==> config.mk <==
export PLATFORM = sky130hd
export DESIGN_NAME = dual_dtimer
export DESIGN_NICKNAME = d
export VERILOG_FILES = /design/src/rtl/dtm_pkg.sv /design/src/rtl/dtm_counter.sv /design/src/rtl/dtm_intc.sv /design/src/rtl/dtm_regs.sv /design/src/rtl/dual_dtimer.sv
export SDC_FILE = /design/constraint.sdc
export NUM_CORES = 1
export LEC_CHECK = 0
export ABC_CLOCK_PERIOD_IN_PS = 7500
export BUFFER_PORTS_ARGS = -buffer_cell sky130_fd_sc_hd__buf_2
export CAP_MARGIN = 20
export CORE_UTILIZATION = 44
export DETAILED_ROUTE_END_ITERATION = 10
export GPL_TIMING_DRIVEN = 0
export PLACE_DENSITY = 0.63
export SYNTH_ARGS = -nofsm -noshare
export SYNTH_HDL_FRONTEND = slang
export SYNTH_HIERARCHICAL = 1
export SYNTH_SLANG_ARGS = --single-unit
==> constraint.sdc <==
create_clock -name clk -period 7.5 [get_ports clk]
set_input_delay 0 -clock clk [delete_from_list [all_inputs] [get_ports clk]]
set_output_delay 0 -clock clk [all_outputs]
set_load 0.01 [all_outputs]
==> src/rtl/dtm_pkg.sv <==
package dtm_pkg;
  localparam int DATA_W  = 32;
  localparam int ADDR_W  = 12;
  localparam int NUM_TMR = 2;

  localparam logic [ADDR_W-1:0] OFS_CTRL   = 12'h000;
  localparam logic [ADDR_W-1:0] OFS_TBASE  = 12'h010;
  localparam logic [ADDR_W-1:0] OFS_TSTEP  = 12'h008;
  localparam logic [ADDR_W-1:0] OFS_VALSFT = 12'h004;
  localparam logic [ADDR_W-1:0] OFS_CAUSE  = 12'h110;
  localparam logic [ADDR_W-1:0] OFS_MASK   = 12'h114;

  localparam int CAUSE_LSB = 1;
  localparam int CTRL_BITS = 2 * NUM_TMR;

  function automatic logic [ADDR_W-1:0] reload_ofs(input int idx);
    return OFS_TBASE + OFS_TSTEP * idx[ADDR_W-1:0];
  endfunction

  function automatic logic [ADDR_W-1:0] value_ofs(input int idx);
    return OFS_TBASE + OFS_TSTEP * idx[ADDR_W-1:0] + OFS_VALSFT;
  endfunction
endpackage

==> src/rtl/dtm_counter.sv <==
module dtm_counter #(
  parameter int W = 32
) (
  input  logic         clk,
  input  logic         rst_n,
  input  logic         tick,
  input  logic         en,
  input  logic         rl_en,
  input  logic         load_wr,
  input  logic [W-1:0] load_val,
  input  logic [W-1:0] reload_val,
  output logic [W-1:0] cnt,
  output logic         expire
);
  logic [W-1:0] cnt_q, cnt_d;
  logic         armed_q, armed_d;
  logic         cnt_ce;

  assign cnt_ce = load_wr | (en & tick);

  always_comb begin
    cnt_d   = cnt_q;
    armed_d = armed_q;
    expire  = 1'b0;
    if (load_wr) begin
      cnt_d   = load_val;
      armed_d = 1'b1;
    end else if (en && tick) begin
      if (cnt_q != '0) begin
        cnt_d = cnt_q - 1'b1;
      end else if (rl_en) begin
        cnt_d  = reload_val;
        expire = 1'b1;
      end else if (armed_q) begin
        armed_d = 1'b0;
        expire  = 1'b1;
      end
    end
  end

  always_ff @(posedge clk or negedge rst_n) begin
    if (!rst_n) begin
      cnt_q   <= '0;
      armed_q <= 1'b0;
    end else if (cnt_ce) begin
      cnt_q   <= cnt_d;
      armed_q <= armed_d;
    end
  end

  assign cnt = cnt_q;
endmodule

==> src/rtl/dtm_intc.sv <==
module dtm_intc #(
  parameter int NT = 2,
  parameter int W  = 32,
  parameter int LSB = 1
) (
  input  logic          clk,
  input  logic          rst_n,
  input  logic [NT-1:0] expire,
  input  logic          cause_wr,
  input  logic          mask_wr,
  input  logic [W-1:0]  wdata,
  output logic [NT-1:0] cause,
  output logic [NT-1:0] mask,
  output logic          irq
);
  logic [NT-1:0] cause_q, cause_d, mask_q, mask_d;
  logic          irq_q, irq_d;
  logic          cause_ce;

  assign cause_ce = cause_wr | (|expire);

  always_comb begin
    for (int i = 0; i < NT; i++) begin
      cause_d[i] = expire[i] | (cause_q[i] & ~(cause_wr & ~wdata[LSB+i]));
      mask_d[i]  = wdata[LSB+i];
    end
    irq_d = |(cause_q & mask_q);
  end

  always_ff @(posedge clk or negedge rst_n) begin
    if (!rst_n) begin
      cause_q <= '0;
    end else if (cause_ce) begin
      cause_q <= cause_d;
    end
  end

  always_ff @(posedge clk or negedge rst_n) begin
    if (!rst_n) begin
      mask_q <= '0;
    end else if (mask_wr) begin
      mask_q <= mask_d;
    end
  end

  always_ff @(posedge clk or negedge rst_n) begin
    if (!rst_n) irq_q <= 1'b0;
    else        irq_q <= irq_d;
  end

  assign cause = cause_q;
  assign mask  = mask_q;
  assign irq   = irq_q;
endmodule

==> src/rtl/dtm_regs.sv <==
module dtm_regs
  import dtm_pkg::*;
#(
  parameter int NT = NUM_TMR,
  parameter int W  = DATA_W,
  parameter int AW = ADDR_W
) (
  input  logic                clk,
  input  logic                rst_n,
  input  logic                bus_wr,
  input  logic                bus_rd,
  input  logic [AW-1:0]       bus_addr,
  input  logic [W-1:0]        bus_wdata,
  input  logic [NT-1:0][W-1:0] cnt,
  input  logic [NT-1:0]       cause,
  input  logic [NT-1:0]       mask,
  output logic [NT-1:0]       en,
  output logic [NT-1:0]       rl_en,
  output logic [NT-1:0]       val_wr,
  output logic [NT-1:0][W-1:0] reload,
  output logic                cause_wr,
  output logic                mask_wr,
  output logic [W-1:0]        rdata
);
  localparam int CB = 2 * NT;

  logic [CB-1:0]       ctrl_q;
  logic                ctrl_wr;
  logic [NT-1:0]       rld_wr;
  logic [NT-1:0][W-1:0] reload_q;
  logic [W-1:0]        rd_d, rdata_q;

  assign ctrl_wr  = bus_wr && (bus_addr == OFS_CTRL);
  assign cause_wr = bus_wr && (bus_addr == OFS_CAUSE);
  assign mask_wr  = bus_wr && (bus_addr == OFS_MASK);

  genvar g;
  generate
    for (g = 0; g < NT; g++) begin : g_dec
      assign rld_wr[g] = bus_wr && (bus_addr == reload_ofs(g));
      assign val_wr[g] = bus_wr && (bus_addr == value_ofs(g));
      assign en[g]     = ctrl_q[2*g];
      assign rl_en[g]  = ctrl_q[2*g+1];

      always_ff @(posedge clk or negedge rst_n) begin
        if (!rst_n) begin
          reload_q[g] <= '0;
        end else if (rld_wr[g]) begin
          reload_q[g] <= bus_wdata;
        end
      end
    end
  endgenerate

  always_ff @(posedge clk or negedge rst_n) begin
    if (!rst_n) begin
      ctrl_q <= '0;
    end else if (ctrl_wr) begin
      ctrl_q <= bus_wdata[CB-1:0];
    end
  end

  always_comb begin
    rd_d = '0;
    if (bus_addr == OFS_CTRL) begin
      rd_d[CB-1:0] = ctrl_q;
    end
    if (bus_addr == OFS_CAUSE) begin
      rd_d[CAUSE_LSB +: NT] = cause;
    end
    if (bus_addr == OFS_MASK) begin
      rd_d[CAUSE_LSB +: NT] = mask;
    end
    for (int i = 0; i < NT; i++) begin
      if (bus_addr == reload_ofs(i)) rd_d = reload_q[i];
      if (bus_addr == value_ofs(i))  rd_d = cnt[i];
    end
  end

  always_ff @(posedge clk or negedge rst_n) begin
    if (!rst_n) begin
      rdata_q <= '0;
    end else if (bus_rd) begin
      rdata_q <= rd_d;
    end
  end

  assign reload = reload_q;
  assign rdata  = rdata_q;
endmodule

==> src/rtl/dual_dtimer.sv <==
module dual_dtimer
  import dtm_pkg::*;
(
  input  logic              clk,
  input  logic              rst_n,
  input  logic              tick,
  input  logic              bus_wr,
  input  logic              bus_rd,
  input  logic [ADDR_W-1:0] bus_addr,
  input  logic [DATA_W-1:0] bus_wdata,
  output logic [DATA_W-1:0] bus_rdata,
  output logic              irq
);
  logic [1:0]                       rst_sync_q;
  logic                             rst_n_s;
  logic [NUM_TMR-1:0]               t_en, t_rl, t_vwr, t_expire;
  logic [NUM_TMR-1:0][DATA_W-1:0]   t_cnt, t_reload;
  logic [NUM_TMR-1:0]               cause_q, mask_q;
  logic                             cause_wr, mask_wr;

  always_ff @(posedge clk or negedge rst_n) begin
    if (!rst_n) rst_sync_q <= 2'b00;
    else        rst_sync_q <= {rst_sync_q[0], 1'b1};
  end
  assign rst_n_s = rst_sync_q[1];

  dtm_regs #(.NT(NUM_TMR), .W(DATA_W), .AW(ADDR_W)) u_regs (
    .clk      (clk),
    .rst_n    (rst_n_s),
    .bus_wr   (bus_wr),
    .bus_rd   (bus_rd),
    .bus_addr (bus_addr),
    .bus_wdata(bus_wdata),
    .cnt      (t_cnt),
    .cause    (cause_q),
    .mask     (mask_q),
    .en       (t_en),
    .rl_en    (t_rl),
    .val_wr   (t_vwr),
    .reload   (t_reload),
    .cause_wr (cause_wr),
    .mask_wr  (mask_wr),
    .rdata    (bus_rdata)
  );

  genvar g;
  generate
    for (g = 0; g < NUM_TMR; g++) begin : g_tmr
      dtm_counter #(.W(DATA_W)) u_cnt (
        .clk       (clk),
        .rst_n     (rst_n_s),
        .tick      (tick),
        .en        (t_en[g]),
        .rl_en     (t_rl[g]),
        .load_wr   (t_vwr[g]),
        .load_val  (bus_wdata),
        .reload_val(t_reload[g]),
        .cnt       (t_cnt[g]),
        .expire    (t_expire[g])
      );
    end
  endgenerate

  dtm_intc #(.NT(NUM_TMR), .W(DATA_W), .LSB(CAUSE_LSB)) u_intc (
    .clk     (clk),
    .rst_n   (rst_n_s),
    .expire  (t_expire),
    .cause_wr(cause_wr),
    .mask_wr (mask_wr),
    .wdata   (bus_wdata),
    .cause   (cause_q),
    .mask    (mask_q),
    .irq     (irq)
  );
endmodule

==> results of run 1 <==
==> layer usage <==
layer	GRT usage	up-vias	part of all wire
met5	0	-	0
met4	0.0998	0	0.025
met3	0.0517	75	0.080
met2	0.513	504	0.46
met1	0.471	4942	0.43
li1	-	4552	-
==> worst max path at each step <==
| stage | to | slack [ns] | cells after the start |
|---|---|---|---|
| global placement | g_tmr[0].u_cnt/cnt[6] | -0.06 | 0 |
| floorplan | g_tmr[0].u_cnt/armed_q | 2.32 | 0 |
| CTS | g_tmr[1].u_cnt/cnt[7] | 4.31 | 12 |
| finish | g_tmr[1].u_cnt/cnt[6] | 4.32 | 12 |
| detailed placement | g_tmr[1].u_cnt/cnt[7] | 3.85 | 12 |
| global route | g_tmr[1].u_cnt/cnt[5] | 4.12 | 9 |
==> cell usage in the layout (no fill, tap or decap), types with 32 or more instances in the layout <==
cell,netlist,layout
nand2_1,64,64
and2_1,33,33
buf_2,11,90
dlygate4sd3_1,0,35
nor3_1,41,41
dfrtp_1,173,172
inv_1,60,60
mux2_2,67,67
clkbuf_1,47,48
nor2_1,54,54
o22ai_1,43,43
and3_1,32,32
o21ai_0,32,32
==> kinds of logic after synthesis <==
family | count (synthesis) | synth area share
other cells | 1 | 0.000349
xor+xnor | 32 | 0.0261
simple gates | 390 | 0.217
flops | 173 | 0.403
mux | 86 | 0.0891
compound gates | 297 | 0.201
fa+ha+maj | 4 | 0.00466
buf+inv | 138 | 0.0591
==> tightest hold or removal path: stages <==
cell and delay [ns]:
buf_2 0.10, nor4_1 0.10, nand3_1 0.09, a21o_1 0.11, a21oi_1 0.06
==> what timing repair did <==
item | CTS | global route
setup buffers | 0 | 0
hold buffers | 35 | 0
hold endpoints to repair | 120 | 0
==> metrics by stage <==
step | utilization | hold slack (ns) | setup slack [ns]
after global placement | 0.487 | -0.215 | -0.0609
after global routing | 0.531 | 0.118 | 4.12
after floorplan | - | -0.296 | 2.32
after detailed placement | 0.490 | -0.212 | 3.85
final | 0.531 | 0.0718 | 4.32
after CTS | 0.531 | 0.0520 | 4.31
==> flip-flops by register name, summed over array words and instances (netlist names) <==
| register | flops |
|---|---|
| g_tmr.u_cnt/cnt | 64 |
| u_regs/ctrl_q | 4 |
| u_intc/cause | 2 |
| g_tmr.u_cnt/armed_q | 2 |
| rst_sync_q | 2 |
| u_regs/reload | 64 |
| u_regs/rdata | 32 |
| u_intc/mask | 2 |
| u_intc/irq | 1 |
==> final cells by class <==
cell class | instances | area (sq um) | area share
Buffer | 77 | 405 | 0.0322
Multi-Input combinational cell | 810 | 5770 | 0.459
Clock buffer | 18 | 429 | 0.0341
Sequential cell | 173 | 4330 | 0.345
Timing Repair Buffer | 117 | 808 | 0.0643
Tap cell | 319 | 399 | 0.0317
Clock inverter | 14 | 198 | 0.0157
Inverter | 61 | 229 | 0.0182
==> synthesized netlist by cell type (32+ instances only) <==
library cell	n
and2_1	33
and3_1	32
clkbuf_1	47
dfrtp_1	173
inv_1	60
mux2_2	67
nand2_1	64
nor2_1	54
nor3_1	41
o21ai_0	32
o22ai_1	43
==> power breakdown <==
part           total, mW  switching [mW]  internal [mW]
Combinational      0.334           0.208          0.126
Sequential         0.988          0.0382          0.949
Clock              0.966           0.426          0.540
Total               2.29           0.672           1.62
==> qor.csv, run 1 <==
metric,value,unit
p_leak,5.62,nW
antenna_cells,0,
tns,0,ns
crit_arrival,3.55,ns
drc_errors,0,
synth_top_area_share,0.403,
hp-class,in2reg,
crit_path_start_kind,input pin,
routed_via_density,6.34,
syn-num-nets,1174,
clk_latency,0.44,ns
ys_warn_count,6,
clkTransAtPathRegs,0.08,ns
fp.dieW,158,microns
syn_area,10700,sq um
yosys-top-cells-area,"dfrtp_1 (40%), mux2_2 (7.0%), o22ai_1 (2.5%)",
slowest_delay,0.57,ns
maxSlewViolCount,0,
synth_edf_count,0,
start_util,0.453,
place.gp.congestion,0.933,
reg2regPathDepth,9,
placed_cells,1522,
relSlewSlack,0.421,
via_count,10100,
final_hold_viol_count,0,
dieHeight,158,microns
crit_start,bus_addr[5],
cts_buffers,17,
drive_gt1_frac,0.204,
h-tree-depth,4,
finalNonFillerCells,1589,
skew,0.0127,ns
crit_family,simple AND/OR/NAND/NOR gates,
rows,56,
cp_cell_sequence,buf_2 -> or4b_4 -> or2_1 -> buf_6 -> or3_4 -> buf_6 -> nor2_1 -> buf_2 -> clkbuf_1 -> clkbuf_1 -> nand2_1 -> a22oi_1,
critPathCaptureType,register,
layout_min_cycle_time,3.18,ns
grt_pass1_wl,60300,microns
gr-total-overflow,0,
setup_violations,0,
seq_area_frac_synth,0.403,
cp_slowest_cell,or4b_4,
drt-initial-drc-count,900,
hold_depth,5,
io_buffers,79,
status,completed,
holdPathEnd,u_regs/rdata[3],
grt_max_degree,62,
root_buffer,clkbuf_16,
postRouteAntennaNets,0,
dp_hpwl,30400,microns
synth_seq_cells,173,
ctsResizeCount,0,
timing.rr.start,g_tmr[1].u_cnt/cnt[0],
power,2.29,mW
drv_cap,0,
firstDrtPassIters,5,
nNetsFinal,1310,
cts_sinks,173,
fmax,314,MHz
coreArea,23700,sq um
synth_largest_area_cell,dfrtp_1,
area_delta_synth_final,17.1,%
p_per_area,182,nW/um^2
cts_tree,done,
critPathBufInv,6,
min_period_over_period,0.425,
grt_pass1_vias,9613,
synth.distinct_cells,91,
grt_usage,0.330,
rrSetupSlack,4.35,ns
rsz0062_at_grt,no,
antenna_found_initial,0,
async_reset_ff_frac,1.00,
die-area,25000,sq um
syn-instance-count,1121,
synth.avg_cell_area,9.58,sq um
required,7.86,ns
min-delay-start,bus_addr[4],
crit_type,in2reg,
wl,39600,microns
peakVddDrop,0.000137,V
final_area,12600,sq um
clockBufferDepth,2,
wl_per_cell,24.9,microns
tightest_slew,0.861,ns
place_area,11600,sq um
r2r-end,g_tmr[1].u_cnt/cnt[5],
ys.flop_type,dfrtp_1,
fillers,2242,
worstPathMaxFanout,10,
ios,82,
No activity file was read; power rests on OpenSTA's default activity.
==> run 2, diff against run 1 <==
ABC_CLOCK_PERIOD_IN_PS = 3100   (was 7500)
clock period = 3.1 ns   (was 7.5 ns; I/O delays follow)
==> run 2 against run 1 <==
Cell count grew 0.13%. Critical path depth shrank 5. Flip-flop and latch count is the same. Die area is the same. Utilization grew 0.10 points. Cell area grew 0.19%. Via count shrank 0.31%. Combinational power grew 140%. Non-clock buffer count grew 2. Total power grew 140%. Largest cell class unchanged.
==> qor.csv, run 2 (synthesis gave the netlist of run 1 again) <==
metric,value,unit
status,completed,
swShare,0.304,
wl,39600,microns
timing.rr.start,g_tmr[1].u_cnt/cnt[0],
critPathBufInv,1,
clockBufferDepth,2,
critPathCaptureType,register,
io_buffers,79,
rsz0062_at_grt,no,
power_frac_seq,0.441,
p_switching,1.64,mW
clkTransAtPathRegs,0.08,ns
h-tree-depth,4,
required,3.43,ns
cts_tree,done,
grt_usage,0.325,
grt_pass1_wl,59500,microns
hold_depth,5,
fillers,2295,
ios,82,
layout_common_cells,"dfrtp_1 (172), buf_2 (91), mux2_2 (67)",
drive_gt1_frac,0.211,
cts_sinks,173,
via_count,10000,
setup_violations,0,
maxSlewViolCount,0,
fin_util,0.532,
dp_hpwl,30400,microns
postRouteAntennaNets,0,
tns,0,ns
r2r-end,g_tmr[1].u_cnt/cnt[22],
antenna_found_initial,0,
die-area,25000,sq um
grt_max_degree,56,
peakVddDrop,0.000293,V
holdWs,0.0880,ns
dieHeight,158,microns
place.gp.congestion,0.964,
min_period_over_period,0.945,
wl_per_cell,24.9,microns
mostFrequentLayoutCell,dfrtp_1,
crit_type,reg2reg,
routed_via_density,6.31,
rrSetupSlack,0.17,ns
min-delay-start,bus_addr[6],
worstPathMaxFanout,7,
place_area,11600,sq um
fp.dieW,158,microns
cp_slowest_cell,nor3b_1,
drt-initial-drc-count,960,
cts_buffers,17,
grt_pass1_vias,9685,
relSlewSlack,0.350,
crit_family,simple AND/OR/NAND/NOR gates,
area_delta_synth_final,17.3,%
final_hold_viol_count,0,
gr-total-overflow,0,
rows,56,
layout_min_cycle_time,2.93,ns
power.internal,3.76,mW
drv_cap,0,
nNetsFinal,1312,
coreArea,23700,sq um
skew,0.0135,ns
slowest_delay,0.69,ns
tightest_slew,0.950,ns
power_frac_comb,0.150,
reg2regPathDepth,7,
p_per_area,429,nW/um^2
start_util,0.453,
clockPowerShare,0.408,
firstDrtPassIters,8,
drc_errors,0,
antenna_cells,0,
cp_cell_sequence,inv_1 -> ha_1 -> nor3b_1 -> nand4_1 -> nor4_1 -> o22ai_1 -> a211o_1,
final_area,12600,sq um
crit_path_start_kind,register,
crit_arrival,3.26,ns
clk_latency,0.44,ns
root_buffer,clkbuf_16,
p_leak,5.64,nW
holdPathEnd,u_regs/rdata[3],
fmax,341,MHz
hp-class,in2reg,
## run 2: cell count changes in the layout (fill, tap and decap cells not counted), moves of 2 or more
| cell | before | now |
|---|---|---|
| clkinv_8 | 0 | 3 |
| inv_6 | 3 | 5 |
| bufinv_16 | 3 | 1 |
| clkbuf_1 | 48 | 44 |
| clkbuf_2 | 4 | 8 |
| inv_8 | 5 | 3 |
## run 2: metrics by stage
stage / worst slack, ns / instances / power, mW
final: 0.170 / 1591 / 5.40
after detailed placement: -0.517 / 1523 / 3.18
after floorplan: 0.241 / 1121 / 2.91
after CTS: 0.0692 / 1590 / 5.40
after global routing: 0.0295 / 1591 / 5.58
after global placement: -1.02 / 1519 / 3.16
## run 2: area by class of cell
type / instances / area, sq um / area share
clock inverter: 14 / 173 / 0.0137
inverter: 61 / 229 / 0.0182
sequential: 173 / 4330 / 0.344
buffer: 77 / 410 / 0.0326
tap: 319 / 399 / 0.0317
timing repair buffer: 119 / 833 / 0.0661
multi-input combinational: 810 / 5790 / 0.460
clock buffer: 18 / 429 / 0.0341
## run 2: repair_timing
| action | 4_1_cts | 5_1_grt |
|---|---|---|
| gates resized for setup | 2 | 9 |
| hold buffers | 35 | 0 |
| endpoints found under the hold margin | 118 | 0 |
| buffers inserted | 0 | 1 |
| pin swaps | 0 | 2 |
| setup endpoints to repair | 7 | 23 |
## run 2: tightest hold or removal path: stages
cell	delay [ns]
buf_2	0.11
nor4_1	0.10
nand3_1	0.10
a21o_1	0.11
a21oi_1	0.05
## run 2: power groups by stage
stage               Clock (mW)  Sequential [mW]  Combinational [mW]
finish                    2.21             2.38               0.813
global route              2.31             2.39               0.874
CTS                       2.23             2.38               0.794
detailed placement           0             2.42               0.753
global placement             0             2.46               0.706
floorplan                    0             2.42               0.491
## run 2: worst max path at each step
stage	startpoint	to	slack [ns]	cells after the start
after detailed placement	bus_addr[5]	g_tmr[1].u_cnt/cnt[7]	-0.52	12
after CTS	bus_addr[5]	g_tmr[1].u_cnt/cnt[7]	0.07	12
final	g_tmr[1].u_cnt/cnt[0]	g_tmr[1].u_cnt/cnt[22]	0.17	7
after floorplan	rst_sync_q[1]	g_tmr[0].u_cnt/armed_q	0.24	0
after global routing	g_tmr[1].u_cnt/cnt[0]	g_tmr[1].u_cnt/cnt[2]	0.03	9
after global placement	rst_sync_q[1]	g_tmr[0].u_cnt/cnt[6]	-1.02	0
## run 2: routing by layer
metal / vias to the layer above / wire, microns / global-route usage
li1: 4543 / - / -
met1: 4941 / 17400 / 0.456
met2: 481 / 18100 / 0.509
met3: 77 / 3090 / 0.0534
met4: 0 / 1070 / 0.109
met5: - / 0 / 0
